$ cat src/rtl/ctu_pkg.sv
package ctu_pkg;
    localparam int CNT_W  = 16;
    localparam int BYTE_W = 8;
    localparam int ADDR_W = 3;
    localparam int NCH    = 2;
    localparam int PRE_W  = 3;

    typedef enum logic [ADDR_W-1:0] {
        A_CTRL = 3'd0,
        A_STAT = 3'd1,
        A_C1H  = 3'd2,
        A_C1L  = 3'd3,
        A_C2H  = 3'd4,
        A_C2L  = 3'd5,
        A_CNTH = 3'd6,
        A_CNTL = 3'd7
    } reg_addr_e;

    typedef enum logic [1:0] {
        RATE_DIV4 = 2'b00,
        RATE_DIV8 = 2'b01,
        RATE_DIV2 = 2'b10,
        RATE_EXT  = 2'b11
    } rate_e;

    localparam logic [CNT_W-1:0] CNT_LOAD = 16'hFFFC;

    typedef struct packed {
        logic [CNT_W-1:0] cap;
        logic             flag;
        logic             armed;
        logic             lock;
    } chan_st_t;

    typedef struct packed {
        logic [1:0]       rate;
        logic             irq_en;
        logic [NCH-1:0]   edge_rise;
        logic [CNT_W-1:0] cnt;
        logic             ovf;
        logic             ovf_arm;
    } top_st_t;
endpackage

$ cat src/rtl/ctu_pin_edge.sv
module ctu_pin_edge #(
    parameter int STAGES = 2
) (
    input  logic clk,
    input  logic rst_n,
    input  logic pin_i,
    input  logic rise_i,
    output logic hit_o
);
    typedef struct packed {
        logic [STAGES-1:0] sync;
        logic              prev;
    } pe_st_t;

    pe_st_t st_q, st_d;
    logic   lvl;

    assign lvl   = st_q.sync[STAGES-1];
    assign hit_o = (lvl != st_q.prev) && (lvl == rise_i);

    always_comb begin
        st_d      = st_q;
        st_d.sync = {st_q.sync[STAGES-2:0], pin_i};
        st_d.prev = lvl;
    end

    always_ff @(posedge clk) begin
        if (!rst_n) st_q <= '0;
        else        st_q <= st_d;
    end

    // An edge report lasts exactly one cycle
    assert_single_pulse_R3: assert property (@(posedge clk) disable iff (!rst_n)
        hit_o |=> !hit_o);
endmodule

$ cat src/rtl/ctu_rate_gen.sv
module ctu_rate_gen
    import ctu_pkg::*;
#(
    parameter int PW = PRE_W
) (
    input  logic       clk,
    input  logic       rst_n,
    input  logic [1:0] rate_i,
    input  logic       ext_i,
    input  logic       restart_i,
    output logic       tick_o
);
    logic [PW-1:0] pre_q, pre_d;
    logic          ext_hit;

    ctu_pin_edge #(.STAGES(2)) i_ext_edge (
        .clk    (clk),
        .rst_n  (rst_n),
        .pin_i  (ext_i),
        .rise_i (1'b1),
        .hit_o  (ext_hit)
    );

    always_comb begin
        pre_d = restart_i ? '0 : pre_q + 1'b1;
    end

    always_comb begin
        unique case (rate_e'(rate_i))
            RATE_DIV4: tick_o = (pre_q[1:0] == 2'b11);
            RATE_DIV8: tick_o = (pre_q[2:0] == 3'b111);
            RATE_DIV2: tick_o = pre_q[0];
            default:   tick_o = ext_hit;
        endcase
    end

    always_ff @(posedge clk) begin
        if (!rst_n) pre_q <= '0;
        else        pre_q <= pre_d;
    end

    // Internal divisors never produce ticks on consecutive cycles
    assert_no_back_to_back_R2: assert property (@(posedge clk) disable iff (!rst_n)
        (rate_i != RATE_EXT && tick_o) |=> (!tick_o || rate_i == RATE_EXT));
endmodule

$ cat src/rtl/ctu_capture_chan.sv
module ctu_capture_chan
    import ctu_pkg::*;
(
    input  logic             clk,
    input  logic             rst_n,
    input  logic             hit_i,
    input  logic             en_i,
    input  logic [CNT_W-1:0] count_i,
    input  logic             stat_rd_i,
    input  logic             hi_rd_i,
    input  logic             lo_acc_i,
    output logic [CNT_W-1:0] cap_o,
    output logic             flag_o
);
    chan_st_t st_q, st_d;
    logic     take;

    assign take   = hit_i && en_i && !st_q.lock;
    assign cap_o  = st_q.cap;
    assign flag_o = st_q.flag;

    always_comb begin
        st_d = st_q;
        if (stat_rd_i && st_q.flag) st_d.armed = 1'b1;
        if (hi_rd_i)                st_d.lock  = 1'b1;
        if (lo_acc_i) begin
            st_d.lock  = 1'b0;
            st_d.armed = 1'b0;
            if (st_q.armed) st_d.flag = 1'b0;
        end
        if (take) begin
            st_d.cap   = count_i;
            st_d.flag  = 1'b1;
            st_d.armed = 1'b0;
        end
    end

    always_ff @(posedge clk) begin
        if (!rst_n) st_q <= '0;
        else        st_q <= st_d;
    end

    // An accepted edge stores the counter and raises the flag
    assert_capture_sets_flag_R3: assert property (@(posedge clk) disable iff (!rst_n)
        take |=> (st_q.flag && st_q.cap == $past(count_i)));
    // A flag only drops after an armed low-byte access
    assert_clear_handshake_R6: assert property (@(posedge clk) disable iff (!rst_n)
        $fell(st_q.flag) |-> ($past(st_q.armed) && $past(lo_acc_i)));
    // A locked channel keeps its stored value
    assert_locked_holds_R7: assert property (@(posedge clk) disable iff (!rst_n)
        st_q.lock |=> $stable(st_q.cap));
endmodule

$ cat src/rtl/cap_timer_unit.sv
module cap_timer_unit
    import ctu_pkg::*;
(
    input  logic              clk,
    input  logic              rst_n,
    input  logic              ext_clk_i,
    input  logic [NCH-1:0]    cap_pin_i,
    input  logic              pwm_mode_i,
    input  logic              irq_mask_i,
    input  logic [ADDR_W-1:0] bus_addr_i,
    input  logic              bus_rd_i,
    input  logic              bus_wr_i,
    input  logic [BYTE_W-1:0] bus_wdata_i,
    output logic [BYTE_W-1:0] bus_rdata_o,
    output logic              irq_o
);
    top_st_t st_q, st_d;

    logic                      tick;
    logic                      stat_rd, cnt_load, cnt_lo_rd, ctrl_wr;
    logic [NCH-1:0]            flag_w;
    logic [NCH-1:0][CNT_W-1:0] cap_w;
    logic                      unused_wbits;

    assign unused_wbits = ^bus_wdata_i[7:5];
    assign stat_rd   = bus_rd_i && (bus_addr_i == A_STAT);
    assign cnt_load  = bus_wr_i && (bus_addr_i == A_CNTL);
    assign cnt_lo_rd = bus_rd_i && (bus_addr_i == A_CNTL);
    assign ctrl_wr   = bus_wr_i && (bus_addr_i == A_CTRL);

    ctu_rate_gen i_rate (
        .clk       (clk),
        .rst_n     (rst_n),
        .rate_i    (st_q.rate),
        .ext_i     (ext_clk_i),
        .restart_i (cnt_load),
        .tick_o    (tick)
    );

    for (genvar g = 0; g < NCH; g++) begin : g_chan
        localparam logic [ADDR_W-1:0] HI_A = ADDR_W'(2 + 2 * g);
        localparam logic [ADDR_W-1:0] LO_A = ADDR_W'(3 + 2 * g);
        logic hit, en;

        if (g == 0) begin : g_gated
            assign en = !pwm_mode_i;
        end else begin : g_free
            assign en = 1'b1;
        end

        ctu_pin_edge #(.STAGES(2)) i_edge (
            .clk    (clk),
            .rst_n  (rst_n),
            .pin_i  (cap_pin_i[g]),
            .rise_i (st_q.edge_rise[g]),
            .hit_o  (hit)
        );

        ctu_capture_chan i_chan (
            .clk       (clk),
            .rst_n     (rst_n),
            .hit_i     (hit),
            .en_i      (en),
            .count_i   (st_q.cnt),
            .stat_rd_i (stat_rd),
            .hi_rd_i   (bus_rd_i && (bus_addr_i == HI_A)),
            .lo_acc_i  ((bus_rd_i || bus_wr_i) && (bus_addr_i == LO_A)),
            .cap_o     (cap_w[g]),
            .flag_o    (flag_w[g])
        );
    end

    always_comb begin
        st_d = st_q;
        if (ctrl_wr) begin
            st_d.edge_rise = bus_wdata_i[NCH-1:0];
            st_d.irq_en    = bus_wdata_i[2];
            st_d.rate      = bus_wdata_i[4:3];
        end
        if (stat_rd && st_q.ovf) st_d.ovf_arm = 1'b1;
        if (cnt_lo_rd) begin
            st_d.ovf_arm = 1'b0;
            if (st_q.ovf_arm) st_d.ovf = 1'b0;
        end
        if (cnt_load) begin
            st_d.cnt = CNT_LOAD;
        end else if (tick) begin
            st_d.cnt = st_q.cnt + 1'b1;
            if (&st_q.cnt) st_d.ovf = 1'b1;
        end
    end

    always_ff @(posedge clk) begin
        if (!rst_n) st_q <= '0;
        else        st_q <= st_d;
    end

    always_comb begin
        unique case (reg_addr_e'(bus_addr_i))
            A_CTRL:  bus_rdata_o = {3'b000, st_q.rate, st_q.irq_en, st_q.edge_rise};
            A_STAT:  bus_rdata_o = {5'b00000, st_q.ovf, flag_w};
            A_C1H:   bus_rdata_o = cap_w[0][15:8];
            A_C1L:   bus_rdata_o = cap_w[0][7:0];
            A_C2H:   bus_rdata_o = cap_w[1][15:8];
            A_C2L:   bus_rdata_o = cap_w[1][7:0];
            A_CNTH:  bus_rdata_o = st_q.cnt[15:8];
            default: bus_rdata_o = st_q.cnt[7:0];
        endcase
    end

    assign irq_o = (|flag_w) && st_q.irq_en && !irq_mask_i;

    // Wrap from all ones lands on zero with overflow raised
    assert_wrap_sets_ovf_R10: assert property (@(posedge clk) disable iff (!rst_n)
        (&st_q.cnt && tick && !cnt_load) |=> (st_q.cnt == '0 && st_q.ovf));
    // Channel 1 stored value is frozen in waveform mode
    assert_ch1_off_in_pwm_R9: assert property (@(posedge clk) disable iff (!rst_n)
        pwm_mode_i |=> $stable(cap_w[0]));
endmodule

$ cat config.mk
export PLATFORM = sky130hd
export DESIGN_NAME = cap_timer_unit
export DESIGN_NICKNAME = d
export VERILOG_FILES = /design/src/rtl/ctu_pkg.sv /design/src/rtl/ctu_pin_edge.sv /design/src/rtl/ctu_rate_gen.sv /design/src/rtl/ctu_capture_chan.sv /design/src/rtl/cap_timer_unit.sv
export SDC_FILE = /design/constraint.sdc
export NUM_CORES = 1
export LEC_CHECK = 0
export ABC_AREA = 1
export BUFFER_PORTS_ARGS = -buffer_cell sky130_fd_sc_hd__buf_2
export CORE_UTILIZATION = 45
export CTS_CLUSTER_SIZE = 14
export DETAILED_ROUTE_END_ITERATION = 10
export PLACE_DENSITY = 0.59
export SLEW_MARGIN = 20
export SYNTH_ARGS = -nofsm -noshare
export SYNTH_HDL_FRONTEND = slang
export SYNTH_SLANG_ARGS = --single-unit
$ cat constraint.sdc
create_clock -name clk -period 2.1 [get_ports clk]
set_clock_uncertainty 0.2 [all_clocks]
set_input_delay 0.21 -clock clk [delete_from_list [all_inputs] [get_ports clk]]
set_output_delay 0.21 -clock clk [all_outputs]
set_load 0.1 [all_outputs]
### Word-level counts from Yosys, hierarchy flattened

Index checks and enable logic that the tools add are counted.

| storage, ports and cells | value |
|---|---|
| register bits | 73 |
| bits of input ports | 20 |

| cells by class | value |
|---|---|
| bitwise operators | 1 |
| mux-type cells | 19 |
| reductions and logical operators | 41 |
| add/sub/neg operators | 2 |
| equality and inequality tests | 16 |

Operators by type and width:

| operator | number |
|---|---|
| $pmux W8 S7 | 1 |
| $logic_and A1 B1 Y1 | 19 |
| $mux W17 | 1 |
| $add A16 B1 Y16 const B | 1 |
| $mux W16 | 1 |
| $reduce_and A16 Y1 | 1 |
| $eq A3 B3 Y1 const B | 5 |
| $mux W1 | 10 |
| $reduce_bool A2 Y1 | 5 |
| $reduce_or A2 Y1 | 5 |
| $eq A3 B2 Y1 const B | 2 |
| $mux W2 | 3 |
| $mux W3 | 2 |
| $reduce_or A3 Y1 | 2 |
| $eq A2 B2 Y1 const B | 2 |
| $logic_not A1 Y1 | 4 |
| $reduce_and A2 Y1 | 2 |
| $add A3 B1 Y3 const B | 1 |
| $eq A3 B1 Y1 const B | 1 |
| $logic_not A3 Y1 | 1 |
| $ne A1 B1 Y1 | 3 |
| $pmux W1 S3 | 1 |
| $eq A1 B1 Y1 | 2 |
| $eq A2 B1 Y1 const B | 1 |
| other kinds (3) | 3 |

### Longest topological paths before layout

Gate-level depths: netlist of the first run.

| logic depth | value |
|---|---|
| depth after elaboration | 8 |
| gate-level depth with buffers | 12 |

### Cells and area by module

Synthesis of the first run repeated with hierarchy kept, for this count alone.

| second synthesis, totals | value |
|---|---|
| cells, all modules | 637 |
| area total of the unflattened synthesis | 4,046.4 sq um |

By module, submodules not included:

| module | times used | area an instance (sq um) | seq. area each (sq um) | cells an instance |
|---|---|---|---|---|
| ctu_capture_chan | 2 | 913.4 | 380.4 | 130 |
| cap_timer_unit | 1 | 1,704.1 | 460.4 | 297 |
| ctu_pin_edge | 3 | 116.4 | 60.1 | 18 |
| ctu_rate_gen | 1 | 166.4 | 60.1 | 26 |

### Least setup slack after synthesis of the first run

OpenSTA, ideal clock, no wires.

| timing path | value |
|---|---|
| kind | reg2out |
| start | register g_chan[0].i_chan.st_q, in the netlist g_chan[0].i_chan.flag_o |
| end | output irq_o |
| stages on the path, launching flop included | 3 |
| data required time | 1.690 ns |
| data arrival time | 2.642 ns |
| path slack | -0.952 ns |
| path through | dfxtp_1 > inv_1 > a211oi_1 |

| between the ends | value |
|---|---|
| longest elaborated chain between the ends | 3 |

RTL lines:

| element | line | text |
|---|---|---|
| start, declared | ctu_capture_chan.sv:15 | `chan_st_t st_q, st_d;` |
| start signal, assigned | ctu_capture_chan.sv:40 | `else st_q <= st_d;` |
| $reduce_or A2 Y1 | cap_timer_unit.sv:111 | `assign irq_o = (\|flag_w) && st_q.irq_en && !irq_mask_i;` |
| $logic_and A1 B1 Y1 (2 in a row) | cap_timer_unit.sv:111 |  |
| end, declared | cap_timer_unit.sv:15 | `output logic irq_o` |

Every way passes these cells.

### Final worst setup path of the first run

| timing path | value |
|---|---|
| start | register st_q[11] (netlist bit) |
| end | output bus_rdata_o[1] |

| between the ends | value |
|---|---|
| longest elaborated chain between the ends | 1 |

RTL lines:

| element | line | text |
|---|---|---|
| start, declared | cap_timer_unit.sv:17 | `top_st_t st_q, st_d;` |
| start signal, assigned | cap_timer_unit.sv:95 | `else st_q <= st_d;` |
| $pmux W8 S7 | cap_timer_unit.sv:99 | `unique case (reg_addr_e'(bus_addr_i))` |
| end, declared | cap_timer_unit.sv:14 | `output logic [BYTE_W-1:0] bus_rdata_o,` |

Every way passes these cells.

==> impl_metrics.py, run 1 <==
metrics = {
    "power_and_ir_drop": {
        "leakage_nw": 1.76,
        "ir_drop_mv": 0.395,
        "powerDensity_nw_per_um2": 739,
    },
    "floorplan": {
        "fp.dieH_um": 89.4,
        "die_area_um2": 7990,
        "initial_core_util_pct": 46.9,
        "num_rows": 31,
        "coreArea_um2": 7330,
        "die_x_um": 89.4,
        "io_pins": 29,
    },
    "sta": {
        "fin_ws_ns": 0.0784,
        "slew-limit-headroom_pct": 63.0,
        "setup_viol": 0,
        "timing.final.crit_share_pct": 96.3,
        "hold_viol": 0,
        "worstMarginPinSlew_ns": 0.554,
        "rsz0062_at_grt": "no",
        "post-route-min-period_ns": 2.02,
        "fmax_mhz": 495,
        "slew_violations": 0,
    },
    "layout": {
        "n_fill_cell": 723,
        "drive_gt1_share_pct": 12.4,
        "area_growth_syn_to_layout_pct": 21.2,
        "diodes": 0,
        "finish.instance_area_um2": 4170,
        "nNetsFinal": 565,
    },
    "status": {
        "outcome": "completed",
    },
    "routing": {
        "dr.pass1.iters": 4,
        "via_count": 3296,
        "drt_iter0_drc": 164,
        "routed_wl_um": 9070,
        "drc": 0,
        "ant_nets": 0,
        "vias_per_cell": 5.10,
        "wl_per_cell_um": 14.0,
    },
    "placed_design": {
        "place_area_um2": 3850,
        "hpwl_um": 6420,
        "portBuffers": 25,
        "gp_congestion": 0.905,
        "pre_cts_ws_ns": 0.101,
    },
    "job": {
        "maxCapViolCount": 0,
    },
    "global_route": {
        "gr-total-overflow": 0,
        "grt_pass1_wl_um": 14600,
        "track_usage_pct": 24.7,
        "grt_pass1_vias": 2883,
        "grt_max_degree": 35,
        "antenna_found_initial": 0,
    },
    "worst_setup_path": {
        "cpMaxStageDelayCell": "dfxtp_1",
        "critPathKind": "flop to output port",
        "crit_path_start_kind": "flop",
        "worstSetupEndpointType": "output port",
        "path_cells": "inv_1 > o22ai_1 > nor2_1 > o211ai_1 > buf_12",
        "critical_path.max_stage_delay_ns": 0.48,
        "crit_fanout": 7,
        "cp_data_required_time_ns": 1.69,
        "worstPathArrival_ns": 1.61,
    },
    "min_path": {
        "hp-class": "input pin to flop",
    },
    "clock_network": {
        "clkLatencyLatePin_ns": 0.34,
        "cts_tree": "done",
        "htreeDepth": 3,
        "clockRootBuffer": "clkbuf_8",
        "postCtsSetupBuffers": 0,
        "cts_sinks": 73,
        "cts_buffer_depth": 2,
        "cts.clk_slew.worst_paths_ns": 0.08,
        "cts_inserted_buffers": 9,
    },
    "synthesis": {
        "yosysWarnings": 0,
        "syn_inst": 504,
        "seq_area_frac_synth_pct": 42.5,
        "synth.distinct_cells": 29,
        "syn_avg_cell_area_um2": 6.82,
        "netlist_area_um2": 3440,
        "syn_nets": 527,
        "synth_seq_cells": 73,
    },
}
kinds of logic (layout without fill, tap and decap cells):
family,Yosys count,count (layout),share of synthesized area [%]
adder cells (fa/ha/maj),3,3,1.09
flip-flops,73,73,42.5
AO/OA/AOI/OAI,129,129,20.2
buffers and inverters,106,149,12.3
AND/OR/NAND/NOR,193,193,23.9
area by class of cell:
cell class	count	area (µm²)	area share (%)
flip-flops and latches	73	1470	35.2
repair buffers	45	443	10.6
inverters	88	330	7.93
multi-input cells	325	1580	37.9
well taps	99	124	2.97
clock inverters	4	76.3	1.83
clock buffers	12	145	3.48
sequential cells by signal, summed over array words and instances, names as in the netlist, 2 cells and up:
register and count:
g_chan.i_edge.lvl 2, g_chan.i_chan.flag_o 2, g_chan.i_edge.st_q 2, g_chan.i_chan.cap_o 32, i_rate.pre_q 3, g_chan.i_edge.st_d 2, g_chan.i_chan.st_q 4, st_q 23
routing by layer:
layer,vias up,wire length (µm),global-route usage [%]
li1,1717,-,-
met1,1500,4530,35.6
met2,68,4020,38.2
met3,11,410,3.05
met4,0,108,7.79
met5,-,0,0
worst max-delay path: cells and delay by family, from the launching register on:
kind,cells,cell delay [ns]
compound gates,2,0.36
flops,1,0.48
buf+inv,2,0.36
simple gates,1,0.07
where the power goes:
part,switching (mW),leakage (nW),internal [mW],total (mW)
Combinational,0.234,1.05,0.130,0.364
Sequential,0.0438,0.596,1.44,1.48
Clock,0.525,0.107,0.705,1.23
Total,0.803,1.76,2.28,3.08
per-stage QoR:
step	power [mW]	hold WS, ns	setup TNS (ns)	instances	utilization (%)
2_1_floorplan	1.73	0.108	-1.49	504	-
3_3_place_gp	1.86	0.190	0	621	52.5
3_5_place_dp	1.86	0.196	0	621	52.5
4_1_cts	3.11	0.0371	0	646	56.7
5_1_grt	3.20	0.0893	0	646	56.8
6_report	3.08	0.0532	0	646	56.8
synthesized netlist by cell type:
master,instances,area share [%]
inv_2,3,0.33
nand3_1,37,5.4
buf_1,1,0.11
or2_0,1,0.18
clkbuf_2,3,0.44
a21oi_1,49,7.1
o211ai_1,4,0.87
nand3_2,1,0.29
o22ai_1,11,2.0
o21ai_1,1,0.15
buf_2,4,0.58
a211oi_1,4,0.87
nand2_1,97,11
ha_1,3,1.1
o21ai_0,55,8.0
nor2_4,1,0.33
inv_1,85,9.3
nand2_2,1,0.18
o21bai_1,1,0.22
buf_4,2,0.44
nand4_1,8,1.5
buf_6,1,0.33
nor3_1,2,0.29
nor2_1,41,4.5
clkbuf_1,7,0.76
o221ai_1,3,0.76
a31oi_1,1,0.18
nor2_2,4,0.73
dfxtp_1,73,43
final timing paths:
| path | startpoint | endpoint | slack, ns | depth (start not counted) |
|---|---|---|---|---|
| max | st_q[11] | bus_rdata_o[1] | 0.08 | 5 |
| min | bus_wr_i | g_chan[0].i_chan.st_q[0] | 0.05 | 4 |
| max reg2reg | i_rate.pre_q[0] | st_q[12] | 0.18 | 12 |
| min reg2reg | i_rate.i_ext_edge.st_d[2] | i_rate.i_ext_edge.lvl | 0.21 | 2 |
placed cells by master (no fill, tap or decap), types with 4 or more instances in the layout:
cell	count
dfxtp_1	70
nand2_1	97
dlygate4sd3_1	9
o22ai_1	11
nand4_1	8
o21ai_0	53
buf_4	9
inv_1	83
o211ai_1	4
buf_12	10
nand3_1	37
clkbuf_8	10
buf_2	17
a21oi_1	49
inv_2	5
nor2_1	41
what timing repair did:
item / in CTS / in global routing
endpoints found under the setup margin: 0 / 7
resized for setup: 0 / 2
hold endpoints to repair: 10 / 0
hold buffers: 9 / 0
No activity file was read; power rests on OpenSTA's default activity.
==> run 2, diff against run 1 <==
==> constraint.sdc (replaced) <==
create_clock -name clk -period 2.3 [get_ports clk]
set_clock_uncertainty 0.2 [all_clocks]
set_input_delay 0.23 -clock clk [delete_from_list [all_inputs] [get_ports clk]]
set_output_delay 0.23 -clock clk [all_outputs]
set_load 0.1 [all_outputs]
==> run 2 against run 1 <==
Cell area fell by 2.6%. Total power decreased by 16%. Sequential power shrank 9%. Register-to-register slack better by 0.07 ns. Highest routed layer unchanged.
==> impl_metrics.py, run 2 (same netlist as run 1, synthesis figures left out) <==
metrics = {
    "status": {
        "outcome": "completed",
    },
    "sta": {
        "timing.final.crit_share_pct": 90.2,
        "slew-limit-headroom_pct": 61.9,
        "rsz0062_at_grt": "no",
        "slew_violations": 0,
        "post-route-min-period_ns": 2.07,
        "setup-tns-final_ns": 0,
        "worstMarginPinSlew_ns": 0.571,
        "setup_viol": 0,
        "hold_viol": 0,
        "fmax_mhz": 482,
    },
    "global_route": {
        "grt_max_degree": 35,
        "antenna_found_initial": 0,
        "grt_pass1_vias": 2983,
        "gr-total-overflow": 0,
        "grt_pass1_wl_um": 14600,
        "track_usage_pct": 24.6,
    },
    "floorplan": {
        "die_area_um2": 7990,
        "die_x_um": 89.4,
        "initial_core_util_pct": 46.9,
        "io_pins": 29,
        "fp.dieH_um": 89.4,
        "num_rows": 31,
        "coreArea_um2": 7330,
    },
    "worst_setup_path": {
        "critPathKind": "flop to output port",
        "cpMaxStageDelayCell": "dfxtp_1",
        "reg2reg_depth": 11,
        "critPathBufInv": 2,
        "crit_family": "flip-flops",
        "worstSetupEndpointType": "output port",
        "worst-path-stages": 5,
        "critical_path.max_stage_delay_ns": 0.48,
        "cp_data_required_time_ns": 1.87,
        "worstPathArrival_ns": 1.64,
        "path_cells": "inv_1 > o22ai_1 > nor2_1 > o211ai_1 > buf_12",
        "crit_fanout": 7,
        "crit_path_start_kind": "flop",
    },
    "power_and_ir_drop": {
        "finalPower_mw": 2.57,
        "ir_drop_mv": 0.309,
        "powerDensity_nw_per_um2": 635,
        "leakage_nw": 1.71,
    },
    "clock_network": {
        "cts_buffer_depth": 2,
        "htreeDepth": 3,
        "cts-resized-gates": 0,
        "cts_tree": "done",
        "cts_inserted_buffers": 9,
        "clockRootBuffer": "clkbuf_8",
        "cts_sinks": 73,
        "cts.clk_slew.worst_paths_ns": 0.08,
        "clkLatencyLatePin_ns": 0.34,
    },
    "routing": {
        "dr.pass1.iters": 5,
        "routed_wl_um": 8840,
        "wl_met3_um": 470,
        "top_layer": "met4",
        "via_count": 3301,
        "drc": 0,
        "ant_nets": 0,
        "vias_per_cell": 5.13,
        "routed-wl-met2_um": 3870,
        "drt_iter0_drc": 184,
        "wl_per_cell_um": 13.7,
        "drt-met1-wl_um": 4390,
    },
    "layout": {
        "area_growth_syn_to_layout_pct": 18.0,
        "layout_commonest_cell": "nand2_1",
        "nNetsFinal": 562,
        "drive_gt1_share_pct": 11.4,
        "stdcell_count": 643,
        "layout_common_cells": "97 x nand2_1, 84 x inv_1, 71 x dfxtp_1",
        "diodes": 0,
        "n_fill_cell": 752,
        "largest_register_ffs": 32,
    },
    "min_path": {
        "worstHoldPathCells": 4,
        "hp-class": "input pin to flop",
    },
    "placed_design": {
        "gp_congestion": 0.940,
        "hpwl_um": 6360,
        "portBuffers": 25,
        "dp_cells": 618,
    },
    "job": {
        "maxCapViolCount": 0,
    },
}
-- run 2: cell count changes in the layout (fill, tap and decap cells not counted), sizes merged --
cell / before / now
clkinv: 1 / 4
bufinv: 2 / 0
buf: 36 / 33
clkbuf: 12 / 11
-- run 2: layer usage --
layer,GRT usage [%],vias up
met5,0,-
met4,6.64,0
met3,4.80,9
met2,38.6,80
met1,34.6,1508
li1,-,1704
-- run 2: repair_timing --
item,CTS,global route
hold buffers,9,0
endpoints found under the hold margin,10,0
setup buffers,0,0
-- run 2: power by group --
group / total, mW / switching (mW) / internal [mW]
combinational: 0.319 / 0.210 / 0.110
clock: 0.901 / 0.483 / 0.418
sequential: 1.35 / 0.0390 / 1.31
total: 2.57 / 0.731 / 1.84
-- run 2: worst register-to-register path, delay by kind of cell, from the launching register on --
kind	cells	cell delay, ns
buffers and inverters	2	0.29
adder cells (fa/ha/maj)	2	0.34
flip-flops	1	0.37
AND/OR/NAND/NOR	7	0.79
-- run 2: cell type report --
cell class,instances,area [µm²],area share (%)
multi-input cells,325,1570,38.6
repair buffers,42,395,9.75
flip-flops and latches,73,1470,36.2
well taps,99,124,3.05
inverters,88,330,8.15
clock buffers,11,141,3.49
clock inverters,5,31.3,0.771
-- run 2: metrics by stage --
step | setup slack [ns] | cell area, µm² | utilization [%] | hold slack (ns)
final | 0.226 | 4060 | 55.3 | 0.0734
after global routing | 0.00841 | 4060 | 55.3 | 0.0899
after CTS | 0.257 | 4060 | 55.3 | 0.0637
after detailed placement | 0.271 | 3790 | 51.7 | 0.200
after global placement | 0.324 | 3790 | 51.7 | 0.192
after floorplan | -0.226 | 3450 | - | 0.128
-- run 2: worst paths after layout --
path | endpoint | from | slack [ns]
hold / removal | g_chan[0].i_chan.st_q[0] | bus_wr_i | 0.07
hold reg to reg | g_chan[0].i_edge.lvl | g_chan[0].i_edge.st_d[2] | 0.22
setup reg to reg | st_q[14] | i_rate.pre_q[0] | 0.25
setup / recovery | bus_rdata_o[1] | st_q[11] | 0.23
==> run 3, diff against run 2 <==
--- a/config.mk
+++ b/config.mk
@@ -10,7 +10,8 @@
 export CORE_UTILIZATION = 45
 export CTS_CLUSTER_SIZE = 14
 export DETAILED_ROUTE_END_ITERATION = 10
-export PLACE_DENSITY = 0.59
+export PLACE_DENSITY = 0.61
+export REMOVE_ABC_BUFFERS = 1
 export SLEW_MARGIN = 20
 export SYNTH_ARGS = -nofsm -noshare
 export SYNTH_HDL_FRONTEND = slang
==> constraint.sdc (replaced) <==
create_clock -name clk -period 1.8 [get_ports clk]
set_clock_uncertainty 0.2 [all_clocks]
set_input_delay 0.18 -clock clk [delete_from_list [all_inputs] [get_ports clk]]
set_output_delay 0.18 -clock clk [all_outputs]
set_load 0.1 [all_outputs]
==> run 3 against run 2 <==
Combinational power increased by 69%. Non-clock buffer count is 32 higher. The run now ends with setup timing left. Sequential power grew 27%. Total power rose by 50%. Flip-flop and latch count did not move. Clock power grew 79%. Worst setup slack worse by 0.26 ns.
==> impl_metrics.py, run 3 (same netlist as run 1, synthesis figures left out) <==
metrics = {
    "job": {
        "maxCapViolCount": 0,
    },
    "floorplan": {
        "die_area_um2": 7990,
        "io_pins": 29,
        "die_x_um": 89.4,
        "coreArea_um2": 7330,
        "num_rows": 31,
        "fp.dieH_um": 89.4,
        "initial_core_util_pct": 46.9,
    },
    "sta": {
        "hold_viol": 0,
        "setup-tns-final_ns": -0.153,
        "fmax_mhz": 545,
        "post-route-min-period_ns": 1.83,
        "worstMarginPinSlew_ns": 0.469,
        "setup_viol": 8,
        "slew_violations": 0,
        "hold_slack_ns": 0.0383,
        "timing.final.crit_share_pct": 102,
        "rsz0062_at_grt": "yes",
        "fin_ws_ns": -0.0344,
        "slew-limit-headroom_pct": 68.6,
    },
    "worst_setup_path": {
        "crit_family": "simple AND/OR/NAND/NOR gates",
        "critPathKind": "flop to flop",
        "cpMaxStageDelayCell": "dfxtp_2",
        "critical_path.max_stage_delay_ns": 0.36,
        "crit_fanout": 6,
        "crit_path_start_kind": "flop",
        "critPathBufInv": 2,
        "crit_top_cell": "nand2_1",
        "worstSetupEndpointType": "flop",
        "cp_data_required_time_ns": 1.87,
        "path_cells": "ha_4 > ha_4 > nand2_2 > nand2_2 > nor2_4 > nor2_4 > buf_6 > buf_4 > nand2_1 > nand2_1 > nand2_1 > a21oi_1",
        "worstPathArrival_ns": 1.91,
    },
    "status": {
        "violations": "setup timing",
        "outcome": "complete, but fails checks",
    },
    "clock_network": {
        "htreeDepth": 3,
        "cts_sinks": 73,
        "clockRootBuffer": "clkbuf_8",
        "cts_tree": "done",
        "cts_inserted_buffers": 9,
        "cts_buffer_depth": 2,
        "clkLatencyLatePin_ns": 0.35,
        "cts.clk_slew.worst_paths_ns": 0.08,
    },
    "routing": {
        "drt_iter0_drc": 179,
        "ant_nets": 0,
        "routed_wl_um": 9390,
        "dr.pass1.iters": 4,
        "drc": 0,
        "vias_per_cell": 5.19,
        "wl_per_cell_um": 13.9,
        "via_count": 3504,
    },
    "placed_design": {
        "gp_congestion": 0.845,
        "hpwl_um": 6440,
        "portBuffers": 25,
        "pre_cts_ws_ns": -0.0898,
        "place_area_um2": 3970,
        "dp_cells": 639,
    },
    "power_and_ir_drop": {
        "leakage_nw": 1.98,
        "powerDensity_nw_per_um2": 837,
        "ir_drop_mv": 0.475,
        "finalPower_mw": 3.87,
    },
    "layout": {
        "layout_common_cells": "89 x nand2_1, 79 x inv_1, 59 x dfxtp_1",
        "stdcell_count": 675,
        "largest_register_ffs": 32,
        "layout_commonest_cell": "nand2_1",
        "nNetsFinal": 594,
        "drive_gt1_share_pct": 23.4,
        "utilization_pct": 63.0,
        "n_fill_cell": 661,
        "seqCellArea_um2": 1490,
        "diodes": 0,
        "finish.instance_area_um2": 4620,
        "multi_input_area_um2": 1680,
        "area_growth_syn_to_layout_pct": 34.4,
    },
    "global_route": {
        "grt_pass1_wl_um": 14900,
        "grt_pass1_vias": 3113,
        "gr-total-overflow": 0,
        "grt_max_degree": 35,
        "antenna_found_initial": 0,
        "track_usage_pct": 24.8,
    },
    "min_path": {
        "hp-class": "input pin to flop",
    },
}
## run 3: cell count changes in the layout (fill, tap and decap cells not counted), moves of 5 or more
cell | before | now
buf_4 | 8 | 33
dfxtp_1 | 71 | 59
dfxtp_2 | 1 | 8
dfxtp_4 | 1 | 6
inv_1 | 84 | 79
nand2_1 | 97 | 89
nand2_2 | 1 | 7
o21ai_0 | 53 | 48
## run 3: worst paths after layout
kind | endpoint | slack [ns] | startpoint | depth (start not counted)
hold / removal | g_chan[0].i_chan.st_q[0] | 0.04 | bus_wr_i | 4
hold reg to reg | g_chan[0].i_edge.lvl | 0.22 | g_chan[0].i_edge.st_d[2] | 2
setup / recovery | st_q[8] | -0.03 | i_rate.pre_q[1] | 12
setup reg to reg | st_q[8] | -0.03 | i_rate.pre_q[1] | 12
## run 3: where the power goes
| group | switching, mW | internal (mW) |
|---|---|---|
| registers | 0.0427 | 1.68 |
| clock network | 0.644 | 0.963 |
| logic | 0.314 | 0.225 |
| total | 1.00 | 2.87 |
## run 3: layout make-up
class | instances | share of cell area (%)
inverter | 88 | 7.32
clock buffer | 10 | 2.98
clock inverter | 6 | 2.47
timing repair buffer | 74 | 15.8
multi-input combinational | 325 | 36.4
sequential | 73 | 32.3
tap | 99 | 2.68
## run 3: routing by layer
layer | vias up | GRT usage (%) | wire length [µm]
met4 | 0 | 11.7 | 160
met3 | 15 | 4.34 | 475
met2 | 83 | 38.2 | 4330
met5 | - | 0 | 0
met1 | 1634 | 33.8 | 4430
li1 | 1772 | - | -
## run 3: worst min-delay path: cells and delay by family
family                 cells  cell delay (ns)
AO/OA/AOI/OAI              1             0.12
AND/OR/NAND/NOR            2             0.10
buffers and inverters      1             0.14
## run 3: timing repair
| item | 4_1_cts | 5_1_grt |
|---|---|---|
| buffers inserted | 4 | 6 |
| pin swaps | 7 | 9 |
| hold buffers | 9 | 0 |
| setup endpoints to repair | 22 | 27 |
| gates cloned | 2 | 0 |
| hold endpoints to repair | 10 | 0 |
| gates resized for setup | 33 | 44 |
